**src/rtl/sbf_pkg.sv**
```systemverilog
package sbf_pkg;

    localparam int SMP_W       = 8;
    localparam int FIFO_DEPTH  = 4;
    localparam int BANK_SIZE   = 2;
    localparam int NUM_BANKS   = FIFO_DEPTH / BANK_SIZE;
    localparam int TICK_PERIOD = 224;
    localparam int ADDR_W      = 4;
    localparam int CNT_W       = $clog2(FIFO_DEPTH + 1);
    localparam int PTR_W       = $clog2(FIFO_DEPTH);
    localparam int WORD_W      = SMP_W * BANK_SIZE;
    localparam int BANK_W      = ADDR_W - 1;

    typedef struct packed {
        logic [WORD_W-1:0]    data;
        logic [BANK_SIZE-1:0] vld;
        logic [CNT_W-1:0]     cnt;
        logic                 ovf;
    } rd_resp_t;

    // Bank index is the address without its don't-care low bit.
    function automatic logic [BANK_W-1:0] bank_of(input logic [ADDR_W-1:0] addr);
        return addr[ADDR_W-1:1];
    endfunction

endpackage

```
**src/rtl/sbf_tick_gen.sv**
```systemverilog
module sbf_tick_gen #(
    parameter int PERIOD = sbf_pkg::TICK_PERIOD
) (
    input  logic clk,
    input  logic rst,
    output logic stb_o
);
    localparam int CW = (PERIOD > 1) ? $clog2(PERIOD) : 1;
    localparam logic [CW-1:0] LAST = CW'(PERIOD - 1);

    logic [CW-1:0] phase_q;

    always_ff @(posedge clk) begin
        if (rst)                phase_q <= '0;
        else if (phase_q == LAST) phase_q <= '0;
        else                    phase_q <= phase_q + 1'b1;
    end

    assign stb_o = (phase_q == LAST);
endmodule

```
**src/rtl/sbf_sample_store.sv**
```systemverilog
module sbf_sample_store
    import sbf_pkg::*;
#(
    parameter int DEPTH = FIFO_DEPTH,
    parameter int DW    = SMP_W
) (
    input  logic                      clk,
    input  logic                      rst,
    input  logic                      wr_i,
    input  logic [DW-1:0]             data_i,
    input  logic                      clr_i,
    output logic [DEPTH-1:0][DW-1:0]  slot_o,
    output logic [DEPTH-1:0]          vld_o,
    output logic [CNT_W-1:0]          cnt_o,
    output logic                      ovf_o
);
    localparam logic [CNT_W-1:0] FULL = CNT_W'(DEPTH);

    logic [CNT_W-1:0] cnt_q;
    logic             ovf_q;
    logic [DEPTH-1:0] we;

    // Write enable per slot: a read restarts filling at slot zero.
    for (genvar i = 0; i < DEPTH; i++) begin : g_slot
        logic [DW-1:0] data_q;
        logic          vld_q;

        assign we[i] = wr_i && (clr_i ? (i == 0) : (cnt_q == CNT_W'(i)));

        always_ff @(posedge clk) begin
            if (rst) begin
                data_q <= '0;
                vld_q  <= 1'b0;
            end else if (we[i]) begin
                data_q <= data_i;
                vld_q  <= 1'b1;
            end else if (clr_i) begin
                vld_q  <= 1'b0;
            end
        end

        assign slot_o[i] = data_q;
        assign vld_o[i]  = vld_q;
    end

    always_ff @(posedge clk) begin
        if (rst) begin
            cnt_q <= '0;
            ovf_q <= 1'b0;
        end else if (clr_i) begin
            cnt_q <= wr_i ? CNT_W'(1) : '0;
            ovf_q <= 1'b0;
        end else if (wr_i) begin
            if (cnt_q == FULL) ovf_q <= 1'b1;
            else               cnt_q <= cnt_q + 1'b1;
        end
    end

    assign cnt_o = cnt_q;
    assign ovf_o = ovf_q;
endmodule

```
**src/rtl/sbf_bank_read.sv**
```systemverilog
module sbf_bank_read
    import sbf_pkg::*;
(
    input  logic                           clk,
    input  logic                           rst,
    input  logic                           req_i,
    input  logic [ADDR_W-1:0]              addr_i,
    input  logic [FIFO_DEPTH-1:0][SMP_W-1:0] slot_i,
    input  logic [FIFO_DEPTH-1:0]          vld_i,
    input  logic [CNT_W-1:0]               cnt_i,
    input  logic                           ovf_i,
    output logic                           ack_o,
    output rd_resp_t                       resp_o
);
    logic [NUM_BANKS-1:0][WORD_W-1:0]    bank_word;
    logic [NUM_BANKS-1:0][BANK_SIZE-1:0] bank_vld;

    // First slot of a bank goes to the upper byte; empty slots read as zero.
    for (genvar b = 0; b < NUM_BANKS; b++) begin : g_bank
        for (genvar k = 0; k < BANK_SIZE; k++) begin : g_pos
            localparam int IDX = b * BANK_SIZE + k;
            assign bank_word[b][WORD_W-1-k*SMP_W -: SMP_W] =
                vld_i[IDX] ? slot_i[IDX] : '0;
            assign bank_vld[b][BANK_SIZE-1-k] = vld_i[IDX];
        end
    end

    logic [BANK_W-1:0]    bank;
    logic [WORD_W-1:0]    sel_word;
    logic [BANK_SIZE-1:0] sel_vld;

    always_comb begin
        bank     = bank_of(addr_i);
        sel_word = '0;
        sel_vld  = '0;
        for (int b = 0; b < NUM_BANKS; b++) begin
            if (bank == BANK_W'(b)) begin
                sel_word = bank_word[b];
                sel_vld  = bank_vld[b];
            end
        end
    end

    always_ff @(posedge clk) begin
        if (rst) begin
            ack_o  <= 1'b0;
            resp_o <= '0;
        end else begin
            ack_o <= req_i;
            if (req_i) begin
                resp_o.data <= sel_word;
                resp_o.vld  <= sel_vld;
                resp_o.cnt  <= cnt_i;
                resp_o.ovf  <= ovf_i;
            end
        end
    end
endmodule

```
**src/rtl/sample_bank_fifo.sv**
```systemverilog
module sample_bank_fifo
    import sbf_pkg::*;
(
    input  logic              clk,
    input  logic              rst,
    input  logic [SMP_W-1:0]  smp_data_i,
    output logic              wr_stb_o,
    input  logic              rd_req_i,
    input  logic [ADDR_W-1:0] rd_addr_i,
    output logic              rd_ack_o,
    output logic [WORD_W-1:0] rd_data_o,
    output logic [BANK_SIZE-1:0] rd_vld_o,
    output logic [CNT_W-1:0]  rd_cnt_o,
    output logic              rd_ovf_o
);
    logic                              stb;
    logic [FIFO_DEPTH-1:0][SMP_W-1:0]  slot;
    logic [FIFO_DEPTH-1:0]             vld;
    logic [CNT_W-1:0]                  cnt;
    logic                              ovf;
    rd_resp_t                          resp;

    sbf_tick_gen #(.PERIOD(TICK_PERIOD)) u_tick (
        .clk   (clk),
        .rst   (rst),
        .stb_o (stb)
    );

    sbf_sample_store #(.DEPTH(FIFO_DEPTH), .DW(SMP_W)) u_store (
        .clk    (clk),
        .rst    (rst),
        .wr_i   (stb),
        .data_i (smp_data_i),
        .clr_i  (rd_req_i),
        .slot_o (slot),
        .vld_o  (vld),
        .cnt_o  (cnt),
        .ovf_o  (ovf)
    );

    sbf_bank_read u_read (
        .clk    (clk),
        .rst    (rst),
        .req_i  (rd_req_i),
        .addr_i (rd_addr_i),
        .slot_i (slot),
        .vld_i  (vld),
        .cnt_i  (cnt),
        .ovf_i  (ovf),
        .ack_o  (rd_ack_o),
        .resp_o (resp)
    );

    assign wr_stb_o  = stb;
    assign rd_data_o = resp.data;
    assign rd_vld_o  = resp.vld;
    assign rd_cnt_o  = resp.cnt;
    assign rd_ovf_o  = resp.ovf;
endmodule

```
**config.mk**
```make
export PLATFORM = sky130hd
export DESIGN_NAME = sample_bank_fifo
export DESIGN_NICKNAME = d
export VERILOG_FILES = /design/src/rtl/sbf_pkg.sv /design/src/rtl/sbf_tick_gen.sv /design/src/rtl/sbf_sample_store.sv /design/src/rtl/sbf_bank_read.sv /design/src/rtl/sample_bank_fifo.sv
export SDC_FILE = /design/constraint.sdc
export NUM_CORES = 1
export LEC_CHECK = 0
export ABC_AREA = 1
export BUFFER_PORTS_ARGS = -buffer_cell sky130_fd_sc_hd__buf_2
export CORE_MARGIN = 5
export CORE_UTILIZATION = 48
export CTS_CLUSTER_SIZE = 12
export DETAILED_ROUTE_END_ITERATION = 8
export PLACE_DENSITY = 0.7
export SLEW_MARGIN = 20
export SYNTH_ARGS = -nofsm -noshare
export SYNTH_HDL_FRONTEND = slang
export SYNTH_SLANG_ARGS = --single-unit
```
**constraint.sdc**
```tcl
create_clock -name clk -period 2.5 [get_ports clk]
set_clock_uncertainty 0.1 [all_clocks]
set_input_delay 0.75 -clock clk [delete_from_list [all_inputs] [get_ports clk]]
set_output_delay 0.75 -clock clk [all_outputs]
set_load 0.05 [all_outputs]
```
# --- Word-level counts from Yosys, hierarchy flattened ---
# Index checks and enable logic that the tools add are counted.
word_totals:
  register_bits: 71
  elab_cells: 61
  input_bits: 15
  out_inout_bits: 24
op_classes:
  mux: 21
  reduce_logical: 15
  n_addsub: 2
  eq_ne: 7
ops:
  columns: ["cell", "count"]
  rows:
  - ["$mux W16", 2]
  - ["$mux W8", 4]
  - ["$mux W1", 10]
  - ["$reduce_bool A2 Y1", 5]
  - ["$mux W3", 3]
  - ["$add A8 B1 Y8 const B", 1]
  - ["$eq A8 B8 Y1 const B", 1]
  - ["$eq A3 B1 Y1 const B", 2]
  - ["$eq A3 B2 Y1 const B", 2]
  - ["$logic_not A3 Y1", 2]
  - ["$logic_and A1 B1 Y1", 4]
  - ["$mux W2", 2]
  - ["$reduce_and A2 Y1", 2]
  - ["$reduce_or A2 Y1", 2]
  - ["$add A3 B1 Y3 const B", 1]
  - ["$eq A3 B3 Y1 const B", 1]
  - ["$ne A2 B2 Y1 const B", 1]

# --- Depth between registers and ports, before layout ---
logic_depth:
  depth_word: 4
  mapped_depth: 9

# --- Modules after synthesis ---
# From an unflattened synthesis, not the netlist that was laid out.
unflattened:
  hier_cells: 532
  hier_area_um2: 3612.2
by_module_without_submodules:
  columns: ["module", "seq_area_each_um2", "area_each_um2", "cells_per_inst", "instances"]
  rows:
  - ["sbf_sample_store", 800.8, 1778.0, 231, 1]
  - ["sbf_bank_read", 460.4, 1425.1, 246, 1]
  - ["sbf_tick_gen", 160.2, 409.1, 55, 1]

# --- Least setup slack after synthesis ---
# Ideal clock, no wire load.
synth_timing:
  path_kind: "register to output"
  from: "register u_tick.phase_q[0]"
  to: "output wr_stb_o"
  t_arrival_ps: 1191
  path_stages_with_launch: 7
  t_required_ps: 1650
  setup_slack_ps: 459
  n_path_buf: 1
  cell_sequence: "dfxtp_1 > ha_1 > nand2_1 > nor2_4 > buf_6 > nand2_1 > inv_2"
synth_between:
  elab_chain_len: 1
synth_rtl:
  columns: ["element", "line_no", "rtl"]
  rows:
  - ["from (decl)", "sbf_tick_gen.sv:11", "logic [CW-1:0] phase_q;"]
  - ["from (signal assigned)", "sbf_tick_gen.sv:16", "else phase_q <= phase_q + 1'b1;"]
  - ["$eq A8 B8 Y1", "sbf_tick_gen.sv:19", "assign stb_o = (phase_q == LAST);"]
  - ["to (decl)", "sample_bank_fifo.sv:7", "output logic wr_stb_o,"]
# Every way passes these cells.

# --- Worst setup path in the final report ---
# Same ends and word-level chain as after synthesis.

==> results.py <==
metrics = {
    "status": {
        "status": "finished clean",
    },
    "synth": {
        "synth-edff-count": 0,
        "synthTopCellsByCount": "nand2_1 (194), nor2_1 (86), dfxtp_1 (71), inv_1 (54), o21ai_0 (7)",
        "synthCells": 463,
        "yosys.area.top_type_share": 0.462,
        "seq_area_frac_synth": 0.462,
        "ys_types": 23,
        "mappedNetlistNets": 484,
        "synth_top_flop_cell": "dfxtp_1",
        "synth_area_mm2": 0.00308,
        "yosysWarnings": 0,
        "synth.area.top_cells": "dfxtp_1 (46%), nand2_1 (24%), nor2_1 (10%)",
        "synth-async-reset-ratio": 0,
        "syn_area_per_cell_um2": 6.65,
        "yosys.area.top_type": "dfxtp_1",
        "synth-seq-cells": 71,
        "yosysMostFrequentCell": "nand2_1",
    },
    "routing": {
        "initialDrtViolationCount": 186,
        "drc_errors": 0,
        "ant_nets": 0,
        "wl_um": 6390,
        "wire_per_inst_um": 10.8,
        "routed_via_density": 4.57,
        "vias": 2699,
        "drt-pass1-iter-count": 4,
    },
    "power_and_ir_drop": {
        "p_switching_mw": 0.476,
        "p_int_mw": 1.84,
        "peakVddDrop_mv": 0.462,
        "combPwrFrac": 0.029,
        "p_clk_frac": 0.480,
        "switching_share": 0.206,
        "p_leak_nw": 1.96,
        "seqPwrFrac": 0.491,
        "power_density_mw_per_mm2": 642,
    },
    "sta": {
        "rsz0062_at_grt": "false",
        "tightest_slew_ns": 0.345,
        "layout_min_cycle_time_ns": 2.37,
        "fmaxAchievable_mhz": 422,
        "whs_ns": 0.348,
        "post-route-period-util": 0.947,
        "setup_viol": 0,
        "hold_viol": 0,
        "finalSetupTns_ns": 0,
        "slew_headroom": 0.769,
        "maxSlewViolCount": 0,
    },
    "clock_tree": {
        "clk_transition_reported_paths_ns": 0.07,
        "cts.sinks": 71,
        "cts-root-buf": "clkbuf_8",
        "post_cts_buffers": 0,
        "cts_max_level": 3,
        "postCtsHoldBufs": 0,
        "cts_made_buffers": 9,
        "ctsLongestPathBuffers": 2,
        "cts_tree": "built",
        "worst_skew_pair.late_latency_ns": 0.34,
    },
    "placed_design": {
        "place_congestion": 0.771,
        "dpl.hpwl_um": 4390,
        "dpl.cell_count": 574,
        "port_buffers": 37,
    },
    "die": {
        "start_util": 0.490,
        "core-area_mm2": 0.00628,
        "die_h_um": 90.1,
        "num_rows": 29,
        "pin_count": 39,
        "die-area_mm2": 0.00811,
        "die_w_um": 90.1,
    },
    "flow_run": {
        "maxCapViolCount": 0,
    },
    "global_route": {
        "overflow": 0,
        "met3_usage": 0.0376,
        "grt_pass1_vias": 2510,
        "gr-usage-met1": 0.231,
        "grt_max_degree": 33,
        "met2_usage": 0.254,
        "antenna_found_initial": 0,
        "grt_use_total": 0.168,
        "busiest_layer": "met2",
        "grt_pass1_wl_um": 11400,
    },
    "cells_and_area": {
        "finalNetCount": 529,
        "areaGrowthSynthToFinish_pct": 17.3,
        "num-fill-cells": 609,
        "antennaDiodeCount": 0,
        "drive_above_1_share": 0.146,
        "final_cells": 590,
        "post-route-util": 0.575,
    },
    "setup_path": {
        "crit_arrival_ns": 1.52,
        "cp_cell_sequence": "ha_1 > nand2_1 > nor2_4 > nand2_1 > inv_2 > clkbuf_4",
        "required_ns": 1.65,
        "critical_path_class": "flop to primary output",
        "cpMostUsedCell": "nand2_1",
        "crit_path_start_kind": "flop",
        "end_kind": "primary output",
        "path_max_fanout": 4,
        "slowest_stage": "dfxtp_1",
        "cpPeakStageDelay_ns": 0.36,
    },
    "worst_hold_path": {
        "hold_class": "flop to flop",
    },
}
worst paths after layout:
path                                                     start                                       end  slack, ns  cells after the start
worst min-delay path            u_read.resp_o[13]$_SDFFE_PP0P_            u_read.resp_o[13]$_SDFFE_PP0P_       0.35                      2
worst min register to register  u_read.resp_o[13]$_SDFFE_PP0P_            u_read.resp_o[13]$_SDFFE_PP0P_       0.35                      2
worst max-delay path              u_tick.phase_q[0]$_SDFF_PP0_                                  wr_stb_o       0.13                      6
worst max register to register    u_tick.phase_q[0]$_SDFF_PP0_  u_store.g_slot[0].data_q[7]$_SDFFE_PP0P_       0.77                      8
layout make-up:
type,instances,area [um2],share of cell area
Timing Repair Buffer,47,263,0.0728
Multi-Input combinational cell,322,1370,0.379
Clock buffer,10,138,0.0381
Tap cell,77,96.3,0.0267
Inverter,57,214,0.0593
Clock inverter,6,108,0.0298
Sequential cell,71,1420,0.394
worst max-delay path: cells and delay by family, from the launching register on:
family	cells	cell delay, ns
buf+inv	2	0.31
simple gates	3	0.32
flops	1	0.36
fa+ha+maj	1	0.18
layout by cell type (no fill, tap or decap):
cell        Yosys  final
bufinv_16       0      3
o22ai_1         3      3
nand3_1         6      6
nand3_4         1      1
nand3_2         3      3
nor2_4          1      1
or2_2           1      1
nor2_8          1      1
nor2_1         86     86
o21ai_0         7      7
clkbuf_8        0     10
inv_1          54     54
a21oi_1         5      5
clkinvlp_4      0      1
inv_2           2      2
a31oi_1         1      1
dfxtp_1        71     70
clkinv_2        0      2
nand2_2         2      2
buf_2           4     36
dfxtp_2         0      1
clkinv_1        1      1
nand4_1         5      5
ha_1            6      6
buf_4           1     10
nand2_1       194    194
clkbuf_4        0      1
cells by family after synthesis:
group	Yosys count	synth area share
adder cells (fa/ha/maj)	6	0.0244
buffers and inverters	70	0.0931
AND/OR/NAND/NOR	300	0.393
flip-flops	71	0.462
AO/OA/AOI/OAI	16	0.0276
layer usage:
metal / routed length (um) / part of all wire
met2: 2800 / 0.44
met3: 299 / 0.047
met5: 0 / 0
met1: 3190 / 0.50
met4: 98 / 0.015
power by group through the flow:
stage / logic (mW) / registers, mW / clock network (mW)
floorplan: 0.0288 / 1.17 / 0
global placement: 0.0657 / 1.16 / 0
detailed placement: 0.0663 / 1.16 / 0
CTS: 0.0671 / 1.14 / 1.13
global route: 0.0738 / 1.14 / 1.19
finish: 0.0665 / 1.14 / 1.11
what timing repair did:
action | CTS | global route
endpoints found under the setup margin | 0 | 1
endpoints found under the hold margin | 0 | 0
resized for setup | 0 | 2
registers in the layout, summed over array words and instances, names as in the netlist:
name,count
u_store.cnt_o,3
u_store.g_slot.data_q,32
u_store.g_slot.vld_q,4
u_store.ovf_o,1
u_tick.phase_q,8
u_read.ack_o,1
u_read.resp_o,22
through the flow:
stage	area [um2]	setup WS [ns]	total power, mW
finish	3610	0.132	2.32
global route	3610	0.0236	2.40
CTS	3610	0.0213	2.34
detailed placement	3360	0.408	1.23
global placement	3360	0.423	1.23
floorplan	3080	0.459	1.20
Power figures use the tool's default switching activity.
